## src/rtl/pnp_iso_pkg.sv

```systemverilog
package pnp_iso_pkg;

    typedef enum logic [1:0] {
        KS_HUNT0,
        KS_HUNT1,
        KS_KEY,
        KS_CONFIG
    } key_state_e;

    typedef enum logic [1:0] {
        ID_IDLE,
        ID_FIRST,
        ID_SECOND
    } id_state_e;

    localparam logic [7:0] IDX_START = 8'h00;
    localparam logic [7:0] IDX_EXIT  = 8'h02;
    localparam logic [7:0] IDX_WAKE  = 8'h03;
    localparam logic [7:0] IDX_CARD  = 8'h06;
    localparam logic [7:0] IDX_LSEL  = 8'h07;
    localparam logic [7:0] IDX_ACT   = 8'h30;
    localparam logic [7:0] IDX_BHI   = 8'h60;
    localparam logic [7:0] IDX_BLO   = 8'h61;
    localparam logic [7:0] IDX_IRQ   = 8'h70;
    localparam logic [7:0] IDX_DMA   = 8'h74;

    // Advance the key generator by one byte.
    function automatic logic [7:0] key_step(input logic [7:0] b);
        return {b[0] ^ b[1], b[7:1]};
    endfunction

endpackage

```

## src/rtl/pnp_key_fsm.sv

```systemverilog
module pnp_key_fsm
    import pnp_iso_pkg::*;
#(
    parameter int         KEY_LEN  = 32,
    parameter logic [7:0] KEY_SEED = 8'h6A
) (
    input  logic       clk,
    input  logic       rst_n,
    input  logic       addr_wr,
    input  logic [7:0] wdata,
    input  logic       exit_req,
    output logic       in_cfg
);
    localparam int            CW   = $clog2(KEY_LEN);
    localparam logic [CW-1:0] LAST = CW'(KEY_LEN - 1);

    key_state_e    state_q, state_d;
    logic [CW-1:0] cnt_q, cnt_d;
    logic [7:0]    exp_q, exp_d;

    always_comb begin
        state_d = state_q;
        cnt_d   = cnt_q;
        exp_d   = exp_q;
        unique case (state_q)
            KS_HUNT0: begin
                if (addr_wr && wdata == 8'h00) state_d = KS_HUNT1;
            end
            KS_HUNT1: begin
                if (addr_wr) begin
                    if (wdata == 8'h00) begin
                        state_d = KS_KEY;
                        cnt_d   = '0;
                        exp_d   = KEY_SEED;
                    end else begin
                        state_d = KS_HUNT0;
                    end
                end
            end
            KS_KEY: begin
                if (addr_wr) begin
                    if (wdata == exp_q) begin
                        if (cnt_q == LAST) begin
                            state_d = KS_CONFIG;
                        end else begin
                            cnt_d = cnt_q + 1'b1;
                            exp_d = key_step(exp_q);
                        end
                    end else if (wdata == 8'h00) begin
                        cnt_d = '0;
                        exp_d = KEY_SEED;
                    end else begin
                        state_d = KS_HUNT0;
                    end
                end
            end
            KS_CONFIG: begin
                if (exit_req) state_d = KS_HUNT0;
            end
            default: state_d = KS_HUNT0;
        endcase
    end

    always_ff @(posedge clk) begin
        if (!rst_n) begin
            state_q <= KS_HUNT0;
            cnt_q   <= '0;
            exp_q   <= KEY_SEED;
        end else begin
            state_q <= state_d;
            cnt_q   <= cnt_d;
            exp_q   <= exp_d;
        end
    end

    always_comb in_cfg = (state_q == KS_CONFIG);

    // configuration is only ever entered on an address-port write.
    assert_cfg_entry_R2: assert property (@(posedge clk) disable iff (!rst_n)
        $rose(in_cfg) |-> $past(addr_wr));

    // configuration is left only through the exit command.
    assert_cfg_exit_R9: assert property (@(posedge clk) disable iff (!rst_n)
        $fell(in_cfg) |-> $past(exit_req));

endmodule

```

## src/rtl/pnp_serial_id.sv

```systemverilog
module pnp_serial_id
    import pnp_iso_pkg::*;
#(
    parameter int            ID_BITS   = 72,
    parameter logic [71:0]   SERIAL_ID = 72'h0
) (
    input  logic       clk,
    input  logic       rst_n,
    input  logic       start,
    input  logic       stop,
    input  logic       rd_req,
    output logic       id_run,
    output logic [7:0] id_byte
);
    localparam int            PW   = $clog2(ID_BITS);
    localparam logic [PW-1:0] LAST = PW'(ID_BITS - 1);

    id_state_e     state_q, state_d;
    logic [PW-1:0] ptr_q, ptr_d;
    logic          cur_bit;

    always_comb begin
        state_d = state_q;
        ptr_d   = ptr_q;
        if (start) begin
            state_d = ID_FIRST;
            ptr_d   = '0;
        end else if (stop) begin
            state_d = ID_IDLE;
        end else if (rd_req) begin
            unique case (state_q)
                ID_IDLE:   ;
                ID_FIRST:  state_d = ID_SECOND;
                ID_SECOND: begin
                    if (ptr_q == LAST) begin
                        state_d = ID_IDLE;
                    end else begin
                        state_d = ID_FIRST;
                        ptr_d   = ptr_q + 1'b1;
                    end
                end
                default:   state_d = ID_IDLE;
            endcase
        end
    end

    always_ff @(posedge clk) begin
        if (!rst_n) begin
            state_q <= ID_IDLE;
            ptr_q   <= '0;
        end else begin
            state_q <= state_d;
            ptr_q   <= ptr_d;
        end
    end

    always_comb begin
        cur_bit = SERIAL_ID[ptr_q];
        id_run  = (state_q != ID_IDLE);
        unique case (state_q)
            ID_FIRST:  id_byte = cur_bit ? 8'h55 : 8'h00;
            ID_SECOND: id_byte = cur_bit ? 8'hAA : 8'h00;
            default:   id_byte = 8'h00;
        endcase
    end

    // the bit pointer never leaves the identifier while readout runs.
    assert_ptr_range_R7: assert property (@(posedge clk) disable iff (!rst_n)
        id_run |-> ptr_q <= LAST);

    // readout ends only after the last bit or on a stop.
    assert_run_end_R8: assert property (@(posedge clk) disable iff (!rst_n)
        $fell(id_run) |-> ($past(stop) || $past(ptr_q) == LAST));

endmodule

```

## src/rtl/pnp_cfg_regs.sv

```systemverilog
module pnp_cfg_regs
    import pnp_iso_pkg::*;
#(
    parameter int NUM_LDEV = 6
) (
    input  logic                clk,
    input  logic                rst_n,
    input  logic                in_cfg,
    input  logic                addr_wr,
    input  logic                data_wr,
    input  logic [7:0]          wdata,
    output logic                exit_req,
    output logic                id_start,
    output logic [7:0]          card_num,
    output logic [NUM_LDEV-1:0] ldev_active,
    output logic [7:0]          reg_val
);
    localparam int         LW    = (NUM_LDEV > 1) ? $clog2(NUM_LDEV) : 1;
    localparam logic [7:0] NUM_B = 8'(NUM_LDEV);

    logic [7:0]          idx_q, card_q, lsel_q;
    logic                wake_q;
    logic [NUM_LDEV-1:0] act_q;
    logic [7:0]          bhi_q [NUM_LDEV];
    logic [7:0]          blo_q [NUM_LDEV];
    logic [7:0]          irq_q [NUM_LDEV];
    logic [7:0]          dma_q [NUM_LDEV];
    logic                wr_ok, sel_ok;
    logic [LW-1:0]       li;

    always_comb begin
        wr_ok    = in_cfg && data_wr;
        sel_ok   = lsel_q < NUM_B;
        li       = lsel_q[LW-1:0];
        exit_req = wr_ok && idx_q == IDX_EXIT && wdata == 8'h02;
        id_start = wr_ok && idx_q == IDX_START && wdata == 8'h80 && wake_q;
    end

    always_ff @(posedge clk) begin
        if (!rst_n) begin
            idx_q  <= '0;
            card_q <= '0;
            lsel_q <= '0;
            wake_q <= 1'b0;
            act_q  <= '0;
            for (int i = 0; i < NUM_LDEV; i++) begin
                bhi_q[i] <= '0;
                blo_q[i] <= '0;
                irq_q[i] <= '0;
                dma_q[i] <= '0;
            end
        end else begin
            if (!in_cfg) wake_q <= 1'b0;
            if (in_cfg && addr_wr) idx_q <= wdata;
            if (wr_ok) begin
                case (idx_q)
                    IDX_WAKE:  wake_q <= (wdata == 8'h01);
                    IDX_START: if (id_start) wake_q <= 1'b0;
                    IDX_EXIT:  if (exit_req) wake_q <= 1'b0;
                    IDX_CARD:  card_q <= wdata;
                    IDX_LSEL:  lsel_q <= wdata;
                    default:   ;
                endcase
                if (sel_ok) begin
                    case (idx_q)
                        IDX_ACT: act_q[li] <= wdata[0];
                        IDX_BHI: bhi_q[li] <= wdata;
                        IDX_BLO: blo_q[li] <= wdata;
                        IDX_IRQ: irq_q[li] <= wdata;
                        IDX_DMA: dma_q[li] <= wdata;
                        default: ;
                    endcase
                end
            end
        end
    end

    always_comb begin
        reg_val = 8'h00;
        case (idx_q)
            IDX_CARD: reg_val = card_q;
            IDX_LSEL: reg_val = lsel_q;
            IDX_ACT:  if (sel_ok) reg_val = {7'b0, act_q[li]};
            IDX_BHI:  if (sel_ok) reg_val = bhi_q[li];
            IDX_BLO:  if (sel_ok) reg_val = blo_q[li];
            IDX_IRQ:  if (sel_ok) reg_val = irq_q[li];
            IDX_DMA:  if (sel_ok) reg_val = dma_q[li];
            default:  reg_val = 8'h00;
        endcase
    end

    assign card_num    = card_q;
    assign ldev_active = act_q;

    // the card number changes only on a write-data-port write.
    assert_card_hold_R4: assert property (@(posedge clk) disable iff (!rst_n)
        !data_wr |=> $stable(card_num));

    // activation bits change only on a write-data-port write.
    assert_act_hold_R5: assert property (@(posedge clk) disable iff (!rst_n)
        !data_wr |=> $stable(ldev_active));

endmodule

```

## src/rtl/pnp_iso_card.sv

```systemverilog
module pnp_iso_card
    import pnp_iso_pkg::*;
#(
    parameter int          NUM_LDEV  = 6,
    parameter int          KEY_LEN   = 32,
    parameter int          ID_BITS   = 72,
    parameter logic [71:0] SERIAL_ID = 72'h9E_00_00_00_01_1F_C3_5A_A5
) (
    input  logic                clk,
    input  logic                rst_n,
    input  logic                addr_wr,
    input  logic                data_wr,
    input  logic                rd_req,
    input  logic [7:0]          wdata,
    output logic [7:0]          rd_data,
    output logic                cfg_mode,
    output logic [7:0]          card_num,
    output logic [NUM_LDEV-1:0] ldev_active
);
    logic       in_cfg, exit_req, id_start, id_run;
    logic [7:0] id_byte, reg_val;

    pnp_key_fsm #(.KEY_LEN(KEY_LEN), .KEY_SEED(8'h6A)) u_key (
        .clk(clk), .rst_n(rst_n), .addr_wr(addr_wr), .wdata(wdata),
        .exit_req(exit_req), .in_cfg(in_cfg)
    );

    pnp_cfg_regs #(.NUM_LDEV(NUM_LDEV)) u_regs (
        .clk(clk), .rst_n(rst_n), .in_cfg(in_cfg), .addr_wr(addr_wr),
        .data_wr(data_wr), .wdata(wdata), .exit_req(exit_req),
        .id_start(id_start), .card_num(card_num),
        .ldev_active(ldev_active), .reg_val(reg_val)
    );

    pnp_serial_id #(.ID_BITS(ID_BITS), .SERIAL_ID(SERIAL_ID)) u_sid (
        .clk(clk), .rst_n(rst_n), .start(id_start),
        .stop(data_wr || !in_cfg), .rd_req(rd_req),
        .id_run(id_run), .id_byte(id_byte)
    );

    always_comb begin
        if (!in_cfg)     rd_data = 8'h00;
        else if (id_run) rd_data = id_byte;
        else             rd_data = reg_val;
    end

    assign cfg_mode = in_cfg;

    // while locked, data-port writes leave the stored state untouched.
    assert_locked_ignore_R3: assert property (@(posedge clk) disable iff (!rst_n)
        (!cfg_mode && data_wr) |=> ($stable(card_num) && $stable(ldev_active)));

endmodule

```

## config.mk

```make
export PLATFORM = sky130hd
export DESIGN_NAME = pnp_iso_card
export DESIGN_NICKNAME = d
export VERILOG_FILES = /design/src/rtl/pnp_iso_pkg.sv /design/src/rtl/pnp_key_fsm.sv /design/src/rtl/pnp_serial_id.sv /design/src/rtl/pnp_cfg_regs.sv /design/src/rtl/pnp_iso_card.sv
export SDC_FILE = /design/constraint.sdc
export NUM_CORES = 1
export LEC_CHECK = 0
export BUFFER_PORTS_ARGS = -buffer_cell sky130_fd_sc_hd__buf_2
export CAP_MARGIN = 30
export CORE_MARGIN = 10
export CORE_UTILIZATION = 57
export CTS_CLUSTER_SIZE = 40
export DETAILED_ROUTE_END_ITERATION = 16
export PLACE_DENSITY = 0.87
export SYNTH_ARGS = -nofsm -noshare
export SYNTH_HDL_FRONTEND = slang
export SYNTH_SLANG_ARGS = --single-unit
```

## constraint.sdc

```tcl
create_clock -name clk -period 2.6 [get_ports clk]
set_input_delay 0.52 -clock clk [delete_from_list [all_inputs] [get_ports clk]]
set_output_delay 0.52 -clock clk [all_outputs]
set_load 0.01 [all_outputs]
```

==> run summary, run 1 <==
Worst endpoint required time: 2.08 ns
Final worst path period need: 3.30 ns
Grt ovf: 0
Final ANT Viol Nets: 0
Die height: 180 um
Drt drc: 0
Final Hold Vio Count: 0
Worst Setup Start Kind: flop
Gpl congestion: 0.945
CP max-delay cell: mux4_2
Worst setup EP type: primary output
CTS sink cnt: 315
DP Area: 16000 sq um
Tightest Hold Check Type: input port to flop
Worst Setup Path Type: flop to primary output
Most frequent cells in the layout: 256 x edfxtp_1, 228 x nor2_1, 109 x buf_4
Largest net degree at the start of global routing: 50
Die Wd: 180 um
Leakage power: 5.76 nW
Util after Layout: 68.4%
CTS clk-pin slew, worst paths: 0.06 ns
R2r setup slk: 0.01 ns
Drt wl/cell: 24.3 um
Worst EP arrival: 2.78 ns
Vias in the first global route: 10700
Area delta synth->final: 18.4%
Via Count: 10700
Post-Place Setup Slack: -0.239 ns
TritonCTS Buffers: 31
Layout Skew: 0.0178 ns
CTS tree: done
Number of port buffers: 35
Via density: 6.32
Starting Density: 57.8%
Clock buffer depth: 3
Mapped Cells: 1161
Max stage delay on crit path: 0.56 ns
DR iter-0 viols: 1577
Final WS setup: -0.698 ns
Hold buffers post-CTS: 0
Crit share post-route: 127%
Post-route design area: 17200 sq um
Synth async-reset ratio: 0%
Crit path cell chain: buf_12, buf_12, mux4_2, mux2_4, a22oi_2, a31oi_4, buf_6
Area of the die: 32300 sq um
Relative slew margins: 47.9%
RSZ-0062 raised after global routing: true
Final setup violating endpoints: 8
Layout Nets: 1366
Mapped Area: 14600 sq um
Std-Cell Rows: 58
Final max-slew violation count: 0
Seq/Total Area, Yosys: 61.0%
Share of cells above drive strength 1: 25.0%
Most common cell after layout, fill and taps aside: edfxtp_1
Critical path fanouts, max: 11
Drt pass-1 iters: 7
YS warnings: 0
Root Buffer: clkbuf_16
Peak supply drop: 469 uV
Synth cell types: 70
# Max-Cap Violations: 0
Violations in the final reports: setup timing
DP Wirelength: 27600 um
Highest clock rate: 0.303 GHz
Antenna Cells: 0
Skew-Pair Late Insertion Delay: 0.59 ns
First-pass GRT wire length: 61700 um
GRT Util Overall: 24.2%
Worst slew pin tran: 0.781 ns
Num ports: 36
Detailed Route WL: 41100 um
Power, Total: 10.3 mW
PD cells: 598 nW/um^2
Top FF cell, synth: edfxtp_1
Core area: 25200 sq um
Seq cells post-synth: 315
# H-tree levels: 1
Average cell area after synthesis: 12.5 sq um
Number of flops mapped to enable cells by yosys: 256
Initial antenna violation count: 1
CP most frequent cell: buf_12
Status: finished with violations
==> cells by family after synthesis <==
family,synth area share [%]
and+or+nand+nor,14.2
muxes,13.8
buffers and inverters,2.32
adders and majority gates,0.946
AOI/OAI and AO/OA,6.79
other,0.0258
DFF,61.0
xor gates and xnor gates,0.963
==> final cells by class <==
class / count / area, sq um
Clock buffer: 46 / 863
Clock inverter: 11 / 61.3
Timing Repair Buffer: 159 / 1290
Multi-Input combinational cell: 826 / 5690
Inverter: 9 / 33.8
Sequential cell: 315 / 8880
Fill cell: 1580 / 7960
Tap cell: 330 / 413
==> registers in the layout (all words and copies together), names as in the netlist, 2 cells and up, named ones only <==
| name | count |
|---|---|
| u_regs.blo_q | 64 |
| u_key.exp_q | 8 |
| u_sid.ptr_q | 7 |
| u_regs.irq_q | 64 |
| u_regs.card_num | 8 |
| u_sid.state_q | 2 |
| u_regs.ldev_active | 6 |
| u_regs.lsel_q | 8 |
| u_regs.idx_q | 8 |
| u_regs.dma_q | 64 |
| u_key.state_q | 2 |
| u_key.cnt_q | 5 |
| u_regs.bhi_q | 64 |
==> stage by stage <==
| step | setup TNS (ns) | cells | hold WS, ns |
|---|---|---|---|
| global placement | -0.915 | 1624 | 0.456 |
| finish | -5.05 | 1696 | 0.224 |
| CTS | -4.84 | 1687 | 0.210 |
| detailed placement | -4.73 | 1624 | 0.464 |
| floorplan | -5.08 | 1224 | 0.438 |
| global route | -7.38 | 1696 | 0.243 |
==> timing repair <==
action | 4_1_cts | 5_1_grt
gates resized for setup | 18 | 19
pin swaps | 12 | 7
cloned | 1 | 0
buffers inserted | 5 | 9
endpoints found under the setup margin | 84 | 106
==> worst max-delay path, delay by kind of cell, from the launching register on <==
kind | cells | cell delay, ns
multiplexers | 2 | 0.85
AO/OA/AOI/OAI | 2 | 0.47
flip-flops | 1 | 0.43
buffers and inverters | 3 | 0.44
==> power by group <==
group / total (mW) / switching [mW] / internal, mW
Sequential: 5.71 / 0.0724 / 5.64
Clock: 4.15 / 1.87 / 2.29
Combinational: 0.438 / 0.281 / 0.157
Total: 10.3 / 2.22 / 8.08
==> synth_stat cells (4+ instances only) <==
cell type | count | share of area (%)
buf_1 | 8 | 0.21
nor2_1 | 231 | 6.0
and3_1 | 5 | 0.21
and2_1 | 13 | 0.56
a21oi_1 | 58 | 2.0
nand2_1 | 107 | 2.8
mux2i_1 | 18 | 1.2
o21a_1 | 4 | 0.21
xor2_1 | 14 | 0.84
nor3_1 | 12 | 0.41
dfxtp_1 | 59 | 8.1
mux2_2 | 34 | 2.6
mux4_2 | 64 | 9.9
clkbuf_1 | 50 | 1.3
nand4b_1 | 4 | 0.24
nand3b_1 | 4 | 0.21
nor2b_1 | 7 | 0.30
o21ai_0 | 56 | 1.9
ha_1 | 11 | 0.95
nand4_1 | 4 | 0.17
buf_2 | 15 | 0.52
inv_1 | 9 | 0.23
nand2b_1 | 4 | 0.17
edfxtp_1 | 256 | 53
nand3_1 | 24 | 0.83
a22oi_1 | 10 | 0.52
a31oi_1 | 10 | 0.43
nor3b_1 | 4 | 0.21
==> path summary, 6_finish.rpt <==
| kind | to | from | cells past startpoint |
|---|---|---|---|
| worst max-delay path | rd_data[5] | flop | 7 |
| worst max register to register | u_regs.dma_q[4][3] | u_regs.lsel_q[3] | 8 |
| worst min register to register | u_regs.idx_q[2] | u_regs.idx_q[2] | 2 |
| worst min-delay path | u_sid.state_q[1] | data_wr | 2 |
==> routing by layer <==
| metal | track usage, % | vias up | routed length, um | part of all wire [%] |
|---|---|---|---|---|
| li1 | - | 4601 | - | - |
| met4 | 13.1 | 0 | 2710 | 6.6 |
| met2 | 41.0 | 773 | 20200 | 49 |
| met3 | 4.76 | 185 | 4370 | 11 |
| met1 | 28.7 | 5153 | 13800 | 34 |
| met5 | 0 | - | 0 | 0 |
No activity file was read; power rests on OpenSTA's default activity.
==> inputs of run 2 (changes only) <==
--- a/config.mk
+++ b/config.mk
@@ -11,6 +11,7 @@
 export CORE_UTILIZATION = 57
 export CTS_CLUSTER_SIZE = 40
 export DETAILED_ROUTE_END_ITERATION = 16
+export GPL_TIMING_DRIVEN = 0
 export PLACE_DENSITY = 0.87
 export SYNTH_ARGS = -nofsm -noshare
 export SYNTH_HDL_FRONTEND = slang
==> run 2 against run 1 <==
The run still ends with setup timing left; critical path type unchanged; largest power group unchanged; highest routed layer unchanged; clock skew barely moved; sequential power hardly changed; maximum frequency shrank 1.4%; combinational power is 13% higher.
==> run summary, run 2 (synthesis results as in run 1) <==
Worst Setup Path Type: flop to primary output
DR iter-0 viols: 2025
Worst setup EP type: primary output
Final worst path period need: 3.34 ns
Via Count: 11500
Critical Path Stages: 6
Via density: 6.79
Most common cell after layout, fill and taps aside: edfxtp_1
PD cells: 635 nW/um^2
Violations in the final reports: setup timing
Crit path cell chain: buf_12, mux4_2, mux2_2, a21oi_2, a31oi_2, buf_2
DP Wirelength: 29600 um
# H-tree levels: 1
Vias in the first global route: 11200
Tightest Hold Check Type: input port to flop
Final ANT Viol Nets: 0
Worst Setup Start Kind: flop
First-pass GRT wire length: 68500 um
Hold Worst Slack: 0.217 ns
CTS tree: done
Die Wd: 180 um
Num ports: 36
Final WS setup: -0.744 ns
CTS sink cnt: 315
Detailed Route WL: 47900 um
Status: finished with violations
Peak supply drop: 576 uV
Antenna Cells: 0
Drt wl/cell: 28.3 um
TNS Setup: -9.93 ns
Largest net degree at the start of global routing: 16
Drt pass-1 iters: 8
Max stage delay on crit path: 0.58 ns
Most frequent cells in the layout: 256 x edfxtp_1, 218 x nor2_1, 104 x nand2_1
Buf/Inv on CP: 2
Worst R2R Path Depth: 11
TritonCTS Buffers: 31
Leakage power: 5.75 nW
Die height: 180 um
Final Hold Vio Count: 0
Final max-slew violation count: 0
Drt drc: 0
Layout Nets: 1364
RR Startpoint: u_regs.idx_q[7]
Worst slew pin tran: 1.29 ns
R2r setup slk: -0.30 ns
Post-Place Setup Slack: -1.08 ns
Worst endpoint required time: 2.08 ns
Clock buffer depth: 3
Skew-Pair Late Insertion Delay: 0.58 ns
Top delay family on crit path: multiplexers
R2r endpoint: u_regs.blo_q[2][2]
Gpl congestion: 1.14
Crit share post-route: 129%
Worst setup endpoint: rd_data[3]
# Max-Cap Violations: 0
Starting Density: 57.8%
HP Start: data_wr
Final setup violating endpoints: 52
Std-Cell Rows: 58
Highest clock rate: 0.299 GHz
Relative slew margins: 14.3%
CTS clk-pin slew, worst paths: 0.06 ns
GRT Util Overall: 27.4%
Initial antenna violation count: 0
Finished Layout Cells: 1694
Worst EP arrival: 2.82 ns
Area delta synth->final: 20.9%
Core area: 25200 sq um
Grt ovf: 0
Root Buffer: clkbuf_16
Cell total after placement: 1601
Hold buffers post-CTS: 0
Number of port buffers: 34
CP max-delay cell: mux4_2
Area of the die: 32300 sq um
Layout Skew: 0.0183 ns
RSZ-0062 raised after global routing: true
Critical path fanouts, max: 10
Power, Total: 11.2 mW
Share of cells above drive strength 1: 26.3%
==> run 2: what timing repair did <==
item                       CTS  global route
gates cloned                 0             0
setup endpoints to repair  303           209
setup buffers               18            21
gates resized for setup    103            80
pin swaps                   14            17
==> run 2: area by class of cell <==
type | instances | area (sq um)
clock buffer | 33 | 783
sequential | 315 | 8890
buffer | 68 | 422
clock inverter | 24 | 314
multi-input combinational | 826 | 6000
tap | 330 | 413
inverter | 9 | 33.8
timing repair buffer | 89 | 738
fill | 1538 | 7590
==> run 2: how the worst min path moves through the flow <==
stage	to	slack, ns	cells past startpoint
3_3_place_gp	u_regs.idx_q[2]	0.45	2
5_1_grt	u_sid.state_q[1]	0.24	2
4_1_cts	u_sid.state_q[1]	0.21	2
3_5_place_dp	u_regs.lsel_q[5]	0.46	2
2_1_floorplan	u_key.cnt_q[3]	0.44	2
6_report	u_sid.state_q[1]	0.22	2
==> run 2: through the flow <==
step | util (%) | area, sq um
2_1_floorplan | - | 14800
3_3_place_gp | 61.1 | 15400
3_5_place_dp | 61.4 | 15500
4_1_cts | 67.9 | 17100
5_1_grt | 69.9 | 17600
6_report | 69.9 | 17600
==> run 2: report_power, final <==
group / total, mW / internal (mW) / switching, mW
combinational: 0.493 / 0.174 / 0.319
clock: 4.96 / 2.89 / 2.07
sequential: 5.71 / 5.63 / 0.0791
total: 11.2 / 8.69 / 2.47
==> run 2: routing by layer <==
metal  global-route usage, %  share of wire (%)  wire [um]  vias up
li1                        -                  -          -     4605
met1                    32.0                 32      15300     5438
met2                    43.5                 45      21600     1100
met3                    7.39                 13       6300      353
met4                    18.9                9.9       4730        0
met5                       0                  0          0        -
